$ cat src/rtl/mfm_fmt_pkg.sv
package mfm_fmt_pkg;

  typedef enum logic [4:0] {
    SEG_IDLE, SEG_GAP0, SEG_SYNC_I, SEG_MK_I, SEG_IAM, SEG_GAP1,
    SEG_SYNC_H, SEG_MK_H, SEG_IDAM, SEG_ID, SEG_CRC_H, SEG_GAP2,
    SEG_SYNC_D, SEG_MK_D, SEG_DAM, SEG_DATA, SEG_CRC_D, SEG_GAP3,
    SEG_GAP4B
  } seg_t;

  typedef enum logic [1:0] {
    KIND_FIX, KIND_ID, KIND_DATA, KIND_CRC
  } kind_t;

  // One byte of CRC-16, polynomial 0x1021, MSB first.
  function automatic logic [15:0] crc16_step(input logic [15:0] c,
                                             input logic [7:0] d);
    logic [15:0] r;
    r = c;
    for (int i = 7; i >= 0; i--) begin
      if (r[15] ^ d[i]) r = {r[14:0], 1'b0} ^ 16'h1021;
      else              r = {r[14:0], 1'b0};
    end
    return r;
  endfunction

  // Logical sector ID for a physical slot: interleave step plus head skew.
  function automatic logic [7:0] sector_id(input int slot, input logic hd,
                                           input int n, input int first,
                                           input int skew, input int il);
    int off;
    off = hd ? (skew - first) : 0;
    return 8'(((slot * il + off) % n) + first);
  endfunction

endpackage

$ cat src/rtl/mfm_crc_unit.sv
module mfm_crc_unit (
  input  logic        clk,
  input  logic        rst_n,
  input  logic        init,
  input  logic        en,
  input  logic [7:0]  din,
  output logic [15:0] crc
);
  import mfm_fmt_pkg::*;

  logic [15:0] crc_q;

  always_ff @(posedge clk) begin
    if (!rst_n)     crc_q <= 16'hFFFF;
    else if (init)  crc_q <= 16'hFFFF;
    else if (en)    crc_q <= crc16_step(crc_q, din);
  end

  assign crc = crc_q;

  // the CRC only moves on a covered byte or a preset
  p_crc_hold_r5: assert property (@(posedge clk) disable iff (!rst_n)
    (!init && !en) |=> $stable(crc_q));
  p_crc_preset_r5: assert property (@(posedge clk) disable iff (!rst_n)
    init |=> (crc_q == 16'hFFFF));

endmodule

$ cat src/rtl/mfm_seg_decode.sv
module mfm_seg_decode #(
  parameter int CW           = 9,
  parameter int GAP0_LEN     = 81,
  parameter int GAP1_LEN     = 48,
  parameter int GAP2_LEN     = 24,
  parameter int GAP3_LEN     = 49,
  parameter int SYNC_LEN     = 12,
  parameter int SECTOR_BYTES = 256
) (
  input  mfm_fmt_pkg::seg_t  seg,
  input  logic               last_slot,
  output logic [CW-1:0]      len,
  output logic [7:0]         fill,
  output logic               mark,
  output mfm_fmt_pkg::kind_t kind,
  output mfm_fmt_pkg::seg_t  nxt
);
  import mfm_fmt_pkg::*;

  always_comb begin
    len  = CW'(1);
    fill = 8'h4E;
    mark = 1'b0;
    kind = KIND_FIX;
    nxt  = SEG_IDLE;
    unique case (seg)
      SEG_IDLE:   nxt = SEG_IDLE;
      SEG_GAP0:   begin len = CW'(GAP0_LEN); nxt = SEG_SYNC_I; end
      SEG_SYNC_I: begin len = CW'(SYNC_LEN); fill = 8'h00; nxt = SEG_MK_I; end
      SEG_MK_I:   begin len = CW'(3); fill = 8'hC2; mark = 1'b1; nxt = SEG_IAM; end
      SEG_IAM:    begin fill = 8'hFC; nxt = SEG_GAP1; end
      SEG_GAP1:   begin len = CW'(GAP1_LEN); nxt = SEG_SYNC_H; end
      SEG_SYNC_H: begin len = CW'(SYNC_LEN); fill = 8'h00; nxt = SEG_MK_H; end
      SEG_MK_H:   begin len = CW'(3); fill = 8'hA1; mark = 1'b1; nxt = SEG_IDAM; end
      SEG_IDAM:   begin fill = 8'hFE; nxt = SEG_ID; end
      SEG_ID:     begin len = CW'(4); kind = KIND_ID; nxt = SEG_CRC_H; end
      SEG_CRC_H:  begin len = CW'(2); kind = KIND_CRC; nxt = SEG_GAP2; end
      SEG_GAP2:   begin len = CW'(GAP2_LEN); nxt = SEG_SYNC_D; end
      SEG_SYNC_D: begin len = CW'(SYNC_LEN); fill = 8'h00; nxt = SEG_MK_D; end
      SEG_MK_D:   begin len = CW'(3); fill = 8'hA1; mark = 1'b1; nxt = SEG_DAM; end
      SEG_DAM:    begin fill = 8'hFB; nxt = SEG_DATA; end
      SEG_DATA:   begin len = CW'(SECTOR_BYTES); kind = KIND_DATA; nxt = SEG_CRC_D; end
      SEG_CRC_D:  begin len = CW'(2); kind = KIND_CRC; nxt = SEG_GAP3; end
      SEG_GAP3:   begin len = CW'(GAP3_LEN); nxt = last_slot ? SEG_GAP4B : SEG_SYNC_H; end
      SEG_GAP4B:  nxt = SEG_GAP4B;
      default:    nxt = SEG_IDLE;
    endcase
  end

endmodule

$ cat src/rtl/mfm_track_seq.sv
module mfm_track_seq #(
  parameter int TRK_W        = 7,
  parameter int SECTORS      = 16,
  parameter int FIRST_ID     = 1,
  parameter int SKEW         = 14,
  parameter int INTERLEAVE   = 1,
  parameter int SECTOR_BYTES = 256,
  parameter int SIZE_CODE    = 1,
  parameter int GAP0_LEN     = 81,
  parameter int GAP1_LEN     = 48,
  parameter int GAP2_LEN     = 24,
  parameter int GAP3_LEN     = 49,
  parameter int SYNC_LEN     = 12,
  parameter int TRACK_BYTES  = 6250
) (
  input  logic             clk,
  input  logic             rst_n,
  input  logic             start,
  input  logic [TRK_W-1:0] track,
  input  logic             side,
  input  logic             rdy,
  input  logic [7:0]       pay_data,
  output logic [7:0]       out_byte,
  output logic             out_valid,
  output logic             out_mark,
  output logic             pay_take,
  output logic             done
);
  import mfm_fmt_pkg::*;

  localparam int CW = $clog2(SECTOR_BYTES) + 1;
  localparam int TW = $clog2(TRACK_BYTES + 1);
  localparam int SW = (SECTORS > 1) ? $clog2(SECTORS) : 1;

  seg_t             seg_q;
  logic [CW-1:0]    cnt_q;
  logic [TW-1:0]    total_q;
  logic [SW-1:0]    slot_q;
  logic             busy_q, done_q, side_q;
  logic [TRK_W-1:0] trk_q;

  // Named internal events for the assertions
  logic          accept, seg_end, total_last, last_slot, crc_init, crc_en;
  logic [CW-1:0] dec_len;
  logic [7:0]    dec_fill, sec_id;
  logic          dec_mark;
  kind_t         dec_kind;
  seg_t          dec_next;
  logic [15:0]   crc;

  mfm_seg_decode #(
    .CW(CW), .GAP0_LEN(GAP0_LEN), .GAP1_LEN(GAP1_LEN), .GAP2_LEN(GAP2_LEN),
    .GAP3_LEN(GAP3_LEN), .SYNC_LEN(SYNC_LEN), .SECTOR_BYTES(SECTOR_BYTES)
  ) u_dec (
    .seg(seg_q), .last_slot(last_slot), .len(dec_len), .fill(dec_fill),
    .mark(dec_mark), .kind(dec_kind), .nxt(dec_next)
  );

  assign accept     = busy_q & rdy;
  assign total_last = (total_q == TW'(TRACK_BYTES - 1));
  assign last_slot  = (slot_q == SW'(SECTORS - 1));
  assign seg_end    = (seg_q == SEG_GAP4B) ? total_last : (cnt_q == dec_len - CW'(1));
  assign sec_id     = sector_id(int'(slot_q), side_q, SECTORS, FIRST_ID, SKEW, INTERLEAVE);

  // CRC is preset during each sync run and covers marks, AM byte and field
  assign crc_init = (seg_q == SEG_SYNC_H) || (seg_q == SEG_SYNC_D);
  assign crc_en   = accept && (seg_q inside {SEG_MK_H, SEG_IDAM, SEG_ID,
                                             SEG_MK_D, SEG_DAM, SEG_DATA});

  mfm_crc_unit u_crc (
    .clk(clk), .rst_n(rst_n), .init(crc_init), .en(crc_en),
    .din(out_byte), .crc(crc)
  );

  always_comb begin
    unique case (dec_kind)
      KIND_ID: begin
        unique case (cnt_q[1:0])
          2'd0:    out_byte = 8'(trk_q);
          2'd1:    out_byte = {7'd0, side_q};
          2'd2:    out_byte = sec_id;
          default: out_byte = 8'(SIZE_CODE);
        endcase
      end
      KIND_DATA: out_byte = pay_data;
      KIND_CRC:  out_byte = cnt_q[0] ? crc[7:0] : crc[15:8];
      default:   out_byte = dec_fill;
    endcase
  end

  assign out_valid = busy_q;
  assign out_mark  = busy_q & dec_mark;
  assign pay_take  = accept && (dec_kind == KIND_DATA);
  assign done      = done_q;

  always_ff @(posedge clk) begin
    if (!rst_n) begin
      seg_q   <= SEG_IDLE;
      cnt_q   <= '0;
      total_q <= '0;
      slot_q  <= '0;
      busy_q  <= 1'b0;
      done_q  <= 1'b0;
      side_q  <= 1'b0;
      trk_q   <= '0;
    end else begin
      done_q <= 1'b0;
      if (!busy_q) begin
        if (start) begin
          busy_q  <= 1'b1;
          seg_q   <= SEG_GAP0;
          cnt_q   <= '0;
          total_q <= '0;
          slot_q  <= '0;
          trk_q   <= track;
          side_q  <= side;
        end
      end else if (accept) begin
        total_q <= total_q + TW'(1);
        if (total_last) begin
          busy_q <= 1'b0;
          done_q <= 1'b1;
          seg_q  <= SEG_IDLE;
        end else if (seg_end) begin
          seg_q <= dec_next;
          cnt_q <= '0;
          if (seg_q == SEG_GAP3 && !last_slot) slot_q <= slot_q + SW'(1);
        end else begin
          cnt_q <= cnt_q + CW'(1);
        end
      end
    end
  end

  // no progress without ready
  p_hold_r7: assert property (@(posedge clk) disable iff (!rst_n)
    (busy_q && !rdy) |=> ($stable(seg_q) && $stable(cnt_q) && $stable(total_q)));
  // missing-clock flag only on sync mark bytes
  p_mark_r10: assert property (@(posedge clk) disable iff (!rst_n)
    out_mark |-> (out_byte == 8'hA1 || out_byte == 8'hC2));
  // done follows the final byte and is a single pulse
  p_done_r6: assert property (@(posedge clk) disable iff (!rst_n)
    done |-> ($past(total_q) == TW'(TRACK_BYTES - 1) && !busy_q));
  p_done_once_r6: assert property (@(posedge clk) disable iff (!rst_n)
    done |=> !done);
  p_total_bound_r6: assert property (@(posedge clk) disable iff (!rst_n)
    busy_q |-> (total_q < TW'(TRACK_BYTES)));
  // slot index stays within the sector count
  p_slot_r4: assert property (@(posedge clk) disable iff (!rst_n)
    busy_q |-> (int'(slot_q) < SECTORS));
  // latched track and head cannot change mid-track
  p_latch_r11: assert property (@(posedge clk) disable iff (!rst_n)
    (busy_q && $past(busy_q)) |-> ($stable(trk_q) && $stable(side_q)));

endmodule

$ cat config.mk
export PLATFORM = sky130hd
export DESIGN_NAME = mfm_track_seq
export DESIGN_NICKNAME = d
export VERILOG_FILES = /design/src/rtl/mfm_fmt_pkg.sv /design/src/rtl/mfm_crc_unit.sv /design/src/rtl/mfm_seg_decode.sv /design/src/rtl/mfm_track_seq.sv
export SDC_FILE = /design/constraint.sdc
export NUM_CORES = 1
export LEC_CHECK = 0
export BUFFER_PORTS_ARGS = -buffer_cell sky130_fd_sc_hd__clkbuf_2
export CAP_MARGIN = 20
export CORE_ASPECT_RATIO = 1.5
export CORE_UTILIZATION = 60
export DETAILED_ROUTE_END_ITERATION = 8
export HOLD_SLACK_MARGIN = 0.1
export MAX_ROUTING_LAYER = met4
export PLACE_DENSITY = 0.79
export SYNTH_ARGS = -nofsm -noshare
export SYNTH_HDL_FRONTEND = slang
export SYNTH_HIERARCHICAL = 1
export SYNTH_SLANG_ARGS = --single-unit
$ cat constraint.sdc
create_clock -name clk -period 4.4 [get_ports clk]
set_input_delay 0.88 -clock clk [delete_from_list [all_inputs] [get_ports clk]]
set_output_delay 0.88 -clock clk [all_outputs]
set_load 0.02 [all_outputs]
# Word level (Yosys, flattened, before mapping)

Index checks and enable logic that the tools add are counted.

Add/sub/neg operators: 6
Equal/unequal tests: 31
Muxes and demuxes: 64
Bitwise operators: 21
Reduce and logical (&&, ||, !) cells: 20

Operators by type and width:

| cell                                             | number |
|---|---|
| 2-to-1 mux 16 bit                                | 21 |
| 2-to-1 mux 13 bit                                | 11 |
| case mux 5 bit (18 select lines)                 | 1 |
| case mux 9 bit (9 select lines)                  | 1 |
| case mux 8 bit (3 select lines)                  | 2 |
| case mux 8 bit (6 select lines)                  | 1 |
| 2-to-1 mux 9 bit                                 | 5 |
| == test 5 x 4 -> 1 bit, second input constant    | 8 |
| 2-to-1 mux 5 bit                                 | 6 |
| 2-to-1 mux 4 bit                                 | 7 |
| NOT 3 bit                                        | 8 |
| == test 5 x 3 -> 1 bit, second input constant    | 4 |
| == test 5 bit, second input constant             | 3 |
| adder 13 x 1 -> 13 bit, second input constant    | 1 |
| == test 13 bit, second input constant            | 1 |
| == test 5 x 2 -> 1 bit, second input constant    | 2 |
| adder 9 x 1 -> 9 bit, second input constant      | 1 |
| == test 9 bit                                    | 1 |
| AND reduction 3 bit                              | 3 |
| subtractor 9 x 1 -> 9 bit, second input constant | 1 |
| 2-to-1 mux 8 bit                                 | 1 |
| XOR 1 bit                                        | 8 |
| 2-to-1 mux 1 bit                                 | 7 |
| adder 5 x 2 -> 6 bit, second input constant      | 1 |
| 24 further kinds                                 | 37 |

Register bits: 57
Input bits: 20
Output and inout port bits: 12
Word-level logic and storage cells: 151

# Longest topological paths before layout

Depth after elaboration: 44
Gate-level depth with buffers: 14
Mapped depth without buffers: 11

# Cells and area by module

The synthesis kept the hierarchy.

By module, submodules not included:

| module         | instances | cells each | area each (um2) | seq. area each (um2) |
|---|---|---|---|---|
| mfm_track_seq  | 1         | 349        | 2899.0          | 820.8 |
| mfm_crc_unit   | 1         | 80         | 918.4           | 320.3 |
| mfm_seg_decode | 1         | 101        | 665.6           | 0.0 |

# Worst setup path after synthesis

Ideal clock, no wire load.

Path kind: flip-flop to flip-flop
From: reg seg_q[3]
To: reg u_crc.crc_q[12], in the netlist u_crc/crc[12]
Library setup time: 114 ps
Arrival time: 3121 ps
Data required time: 4286 ps
Slack: 1164 ps
Stages on the path, launching flop included: 11
Path buffers: 3
Clock period less this slack: 3236 ps
Cell sequence: dfxtp_1 -> buf_6 -> buf_6 -> nand3b_1 -> or3_1 -> o31ai_1 -> clkbuf_1 -> mux4_2 -> xnor2_4 -> xnor3_1 -> a21bo_1

Elaborated cells between the ends (all ways): 59
Those cells by class: 16 x eq/ne; 32 x mux; 4 x bitwise; 7 x reduce/logical

RTL lines:

| what                                                           | line                 | text |
|---|---|---|
| start, declared                                                | mfm_track_seq.sv:35  | `seg_t seg_q;` |
| start signal, assigned                                         | mfm_track_seq.sv:125 | `seg_q <= dec_next;` |
| == test 5 x 4 -> 1 bit / == test 5 bit (equally long branches) | mfm_seg_decode.sv:26 | `unique case (seg)` |
| OR reduction 2 bit (no line)                                   | -                    |  |
| case mux 2 bit (3 select lines) *                              | mfm_seg_decode.sv:26 |  |
| net dec_kind[0]                                                | mfm_track_seq.sv:47  | `kind_t dec_kind;` |
| == test 2 bit / == test 2 x 1 -> 1 bit (equally long branches) | mfm_track_seq.sv:76  | `unique case (dec_kind)` |
| case mux 8 bit (3 select lines) *                              | mfm_track_seq.sv:76  |  |
| net out_byte[4]                                                | mfm_track_seq.sv:23  | `output logic [7:0] out_byte,` |
| XOR 1 bit *                                                    | mfm_fmt_pkg.sv:20    | `if (r[15] ^ d[i]) r = {r[14:0], 1'b0} ^ 16'h1021;` |
| (+7 left out)                                                  | -                    |  |
| 2-to-1 mux 16 bit *                                            | mfm_crc_unit.sv:16   | `else if (en) crc_q <= crc16_step(crc_q, din);` |
| 2-to-1 mux 16 bit *                                            | mfm_crc_unit.sv:15   | `else if (init) crc_q <= 16'hFFFF;` |
| 2-to-1 mux 16 bit *                                            | mfm_crc_unit.sv:14   | `if (!rst_n) crc_q <= 16'hFFFF;` |
| 2-to-1 mux 16 bit *                                            | mfm_crc_unit.sv:16   |  |
| 2-to-1 mux 16 bit *                                            | mfm_crc_unit.sv:15   |  |
| 2-to-1 mux 16 bit *                                            | mfm_crc_unit.sv:14   |  |
| XOR 1 bit *                                                    | mfm_fmt_pkg.sv:20    |  |
| 2-to-1 mux 13 bit *                                            | mfm_fmt_pkg.sv:20    |  |
| end signal, assigned                                           | mfm_crc_unit.sv:16   |  |
| end, declared                                                  | mfm_crc_unit.sv:11   | `logic [15:0] crc_q;` |

The timed path passes the listed nets; every way through them passes the cells marked *. The select of a mux whose other input is x is not followed.
A chain may end at the register's enable or synchronous reset.

# Worst setup path after layout

From: reg seg_q[4]
To: out out_byte[7]

Cells in the longest elaborated chain, start to end: 5
Elaborated cells between the ends (all ways): 22
Those cells by class: 16 x eq/ne; 3 x mux; 3 x reduce/logical

Ends and longest elaborated chain:

| what                                                           | line |
|---|---|
| == test 5 x 4 -> 1 bit / == test 5 bit (equally long branches) | mfm_seg_decode.sv:26 |
| OR reduction 2 bit (no line)                                   | - |
| case mux 2 bit (3 select lines) *                              | mfm_seg_decode.sv:26 |
| net dec_kind[1]                                                | mfm_track_seq.sv:47 |
| == test 2 bit / == test 2 x 1 -> 1 bit (equally long branches) | mfm_track_seq.sv:76 |
| case mux 8 bit (3 select lines) *                              | mfm_track_seq.sv:76 |
| end, declared                                                  | mfm_track_seq.sv:23 |

The timed path passes the listed nets; every way through them passes the cells marked *.

==> results.sh <==
export IMPL_cts_buffer_depth=2
export IMPL_async_flop_share_pct=0
export IMPL_holdCritPathClass="reg -> reg"
export IMPL_critical_path_arrival_ps=2900
export IMPL_cts_root_buf="clkbuf_8"
export IMPL_p_clk_share_pct=44.5
export IMPL_synth_edff_count=0
export IMPL_drive_gt1_share_pct=17.12
export IMPL_die_h_um=107.9
export IMPL_power_total_mw=1.270
export IMPL_status="finished, final reports clean"
export IMPL_slew_viol_final=0
export IMPL_utilization_pct=67.43
export IMPL_gp_congestion=0.8973
export IMPL_cpMaxStageDelayCell="o21bai_1"
export IMPL_synth_top_area_cell="dfxtp_1"
export IMPL_die_w_um=72.58
export IMPL_netlist_instances=530
export IMPL_seqPwrFrac_pct=42.5
export IMPL_rsz0062_at_grt="false"
export IMPL_fin_cells=655
export IMPL_r2r_end="slot_q[2]"
export IMPL_setup_worst_path_class="reg -> out"
export IMPL_final_setup_tns_ps=0
export IMPL_switching_power_uw=360.4
export IMPL_hold_viol_final=0
export IMPL_ys_flop_type="dfxtp_1"
export IMPL_vias=4106
export IMPL_crit_buf_inv=2
export IMPL_whs_path_depth=2
export IMPL_finalSetupViolCount=0
export IMPL_fin_nets=582
export IMPL_cts_buffers_inserted=9
export IMPL_synth_distinct_cells=80
export IMPL_worstPathRequired_ps=3520
export IMPL_ant_nets=0
export IMPL_yosys_warnings=6
export IMPL_drt_first_pass_iters=8
export IMPL_power_density_nw_per_um2=260.6
export IMPL_grt_max_degree=26
export IMPL_min_period_over_period_pct=85.92
export IMPL_place_inst=639
export IMPL_r2r_setup_slack_ps=770
export IMPL_path_delay_family="compound AO/OA/AOI/OAI gates"
export IMPL_ys_seq_area_share_pct=25.45
export IMPL_hold_start="trk_q[6]"
export IMPL_post_drt_wl_per_cell_um=16.81
export IMPL_syn_area_um2=4483
export IMPL_most_common_layout_cells="57 x dfxtp_1, 55 x nand2_1, 45 x nor2_1"
export IMPL_drt_wl_total_mm=11.01
export IMPL_ioPinCount=32
export IMPL_swShare_pct=28.37
export IMPL_dieArea_um2=7828
export IMPL_crit_chain="buf_4 > nand3b_1 > o21bai_1 > mux2i_1 > o22ai_1 > clkbuf_2"
export IMPL_core_area_um2=7227
export IMPL_grt_usage_pct=31.17
export IMPL_clk_latency_ps=360
export IMPL_viasPerCell=6.269
export IMPL_worst_clock_skew_ps=12.42
export IMPL_avgSynthCellArea_um2=8.459
export IMPL_clk_pin_slew_ps=80
export IMPL_rows=38
export IMPL_crit_fanout=16
export IMPL_grt_pass1_wl_mm=18.40
export IMPL_drt_iter0_drc=488
export IMPL_vdd_drop_max_mv=0.3245
export IMPL_hold_path_endpoint="trk_q[6]"
export IMPL_grt_overflow_total=0
export IMPL_max_slew_margin_rel_pct=36.87
export IMPL_worst_slew_pin_slew_ps=945.1
export IMPL_antenna_found_initial=0
export IMPL_timing_final_crit_period_ps=3781
export IMPL_cts_tree="yes"
export IMPL_syn2layout_area_growth_pct=8.708
export IMPL_floorplan_initialDensity_pct=62.03
export IMPL_fin_hold_ws_ps=458.2
export IMPL_cap_violations=0
export IMPL_cts_hold_buf=0
export IMPL_reg2reg_from="seg_q[0]"
export IMPL_synth_area_top_cells="dfxtp_1 25%, nand2_1 4.6%, a21oi_1 4.6%"
export IMPL_postCtsSetupRepairBufs=0
export IMPL_cpPeakStageDelay_ps=790
export IMPL_cts_sinks=57
export IMPL_antennaDiodeCount=0
export IMPL_yosysTopAreaCellShare_pct=25.45
export IMPL_layout_commonest_cell="dfxtp_1"
export IMPL_cts_max_level=3
export IMPL_crit_path_start_kind="flip-flop"
export IMPL_port_buffers=31
export IMPL_drc=0
export IMPL_first_global_vias=3932
export IMPL_cts_resized=0
export IMPL_leakage_nw=1.864
export IMPL_syn_num_nets=562
export IMPL_pwr_share_comb_pct=13.1
export IMPL_dp_hpwl_mm=8.194
export IMPL_p_int_uw=909.8
export IMPL_cp_end_kind="output pin"
export IMPL_yosys_register_bits=57
export IMPL_rr_worst_depth=11
export IMPL_max_freq_mhz=264.5
power groups by stage:
stage | combinational (mW) | clock, mW | sequential (mW)
final | 0.166 | 0.565 | 0.539
after global routing | 0.182 | 0.599 | 0.541
after CTS | 0.164 | 0.574 | 0.539
after detailed placement | 0.163 | 0 | 0.551
after global placement | 0.158 | 0 | 0.551
after floorplan | 0.132 | 0 | 0.542
worst min-delay path: stages, from the launching register on:
cell and delay [ps]:
dfxtp_1 310, nand2_1 50, a21oi_1 50
flip-flops by register name, indices dropped and copies added, names as in the netlist:
register	cells
side_q	1
out_valid	1
seg_q	5
cnt_q	9
total_q	13
done	1
trk_q	7
u_crc/crc	16
slot_q	4
Yosys cell counts, drive strengths merged (11+ instances only):
cell type	instances
and2	11
buf	19
xor2	16
nand4	11
clkbuf	14
ha	12
dfxtp	57
nand3	22
o211ai	12
nand2	55
xnor2	27
mux2	11
nor3	16
nor2	46
o21ai	16
a21oi	41
worst max-delay path by stage:
| stage | startpoint | endpoint | slack [ps] | depth (start not counted) |
|---|---|---|---|---|
| after floorplan | seg_q[3] | u_crc/crc[12] | 1160 | 10 |
| after global placement | seg_q[0] | seg_q[2] | 1020 | 12 |
| after detailed placement | seg_q[0] | slot_q[2] | 860 | 11 |
| after CTS | seg_q[4] | out_byte[7] | 630 | 6 |
| after global routing | seg_q[0] | out_byte[7] | 410 | 5 |
| final | seg_q[4] | out_byte[7] | 620 | 6 |
routing by layer:
layer  GRT usage (%)  up-vias  wire, um
li1                -     1968         -
met1           32.94     1947      4181
met2           53.47      153      5717
met3           5.243       38       573
met4           18.91        0       540
met5               -        -         0
metrics by stage:
step | cell area, um^2 | setup slack (ps)
after detailed placement | 4648 | 856.0
after global routing | 4873 | 413.2
after CTS | 4873 | 633.7
after floorplan | 4483 | 1164
after global placement | 4648 | 1020
final | 4873 | 619.4
logic make-up (layout without fill, tap and decap cells):
family | count (synthesis) | count (layout) | share of synthesized area [%]
and+or+nand+nor | 225 | 225 | 26.63
muxes | 21 | 21 | 6.950
buffers and inverters | 45 | 70 | 5.526
other | 1 | 1 | 0.08365
DFF | 57 | 57 | 25.45
adders and majority gates | 12 | 12 | 3.349
xor gates and xnor gates | 52 | 52 | 14.43
AOI/OAI and AO/OA | 117 | 117 | 17.58
cell type report:
type | instances | area [um^2]
Timing Repair Buffer | 42 | 237.7
Sequential cell | 57 | 1141
Clock buffer | 9 | 123.9
Multi-Input combinational cell | 428 | 3099
Tap cell | 100 | 125.1
Inverter | 12 | 45.04
Clock inverter | 7 | 101.3
Fill cell | 609 | 2354
(Power assumes the default switching activity.)
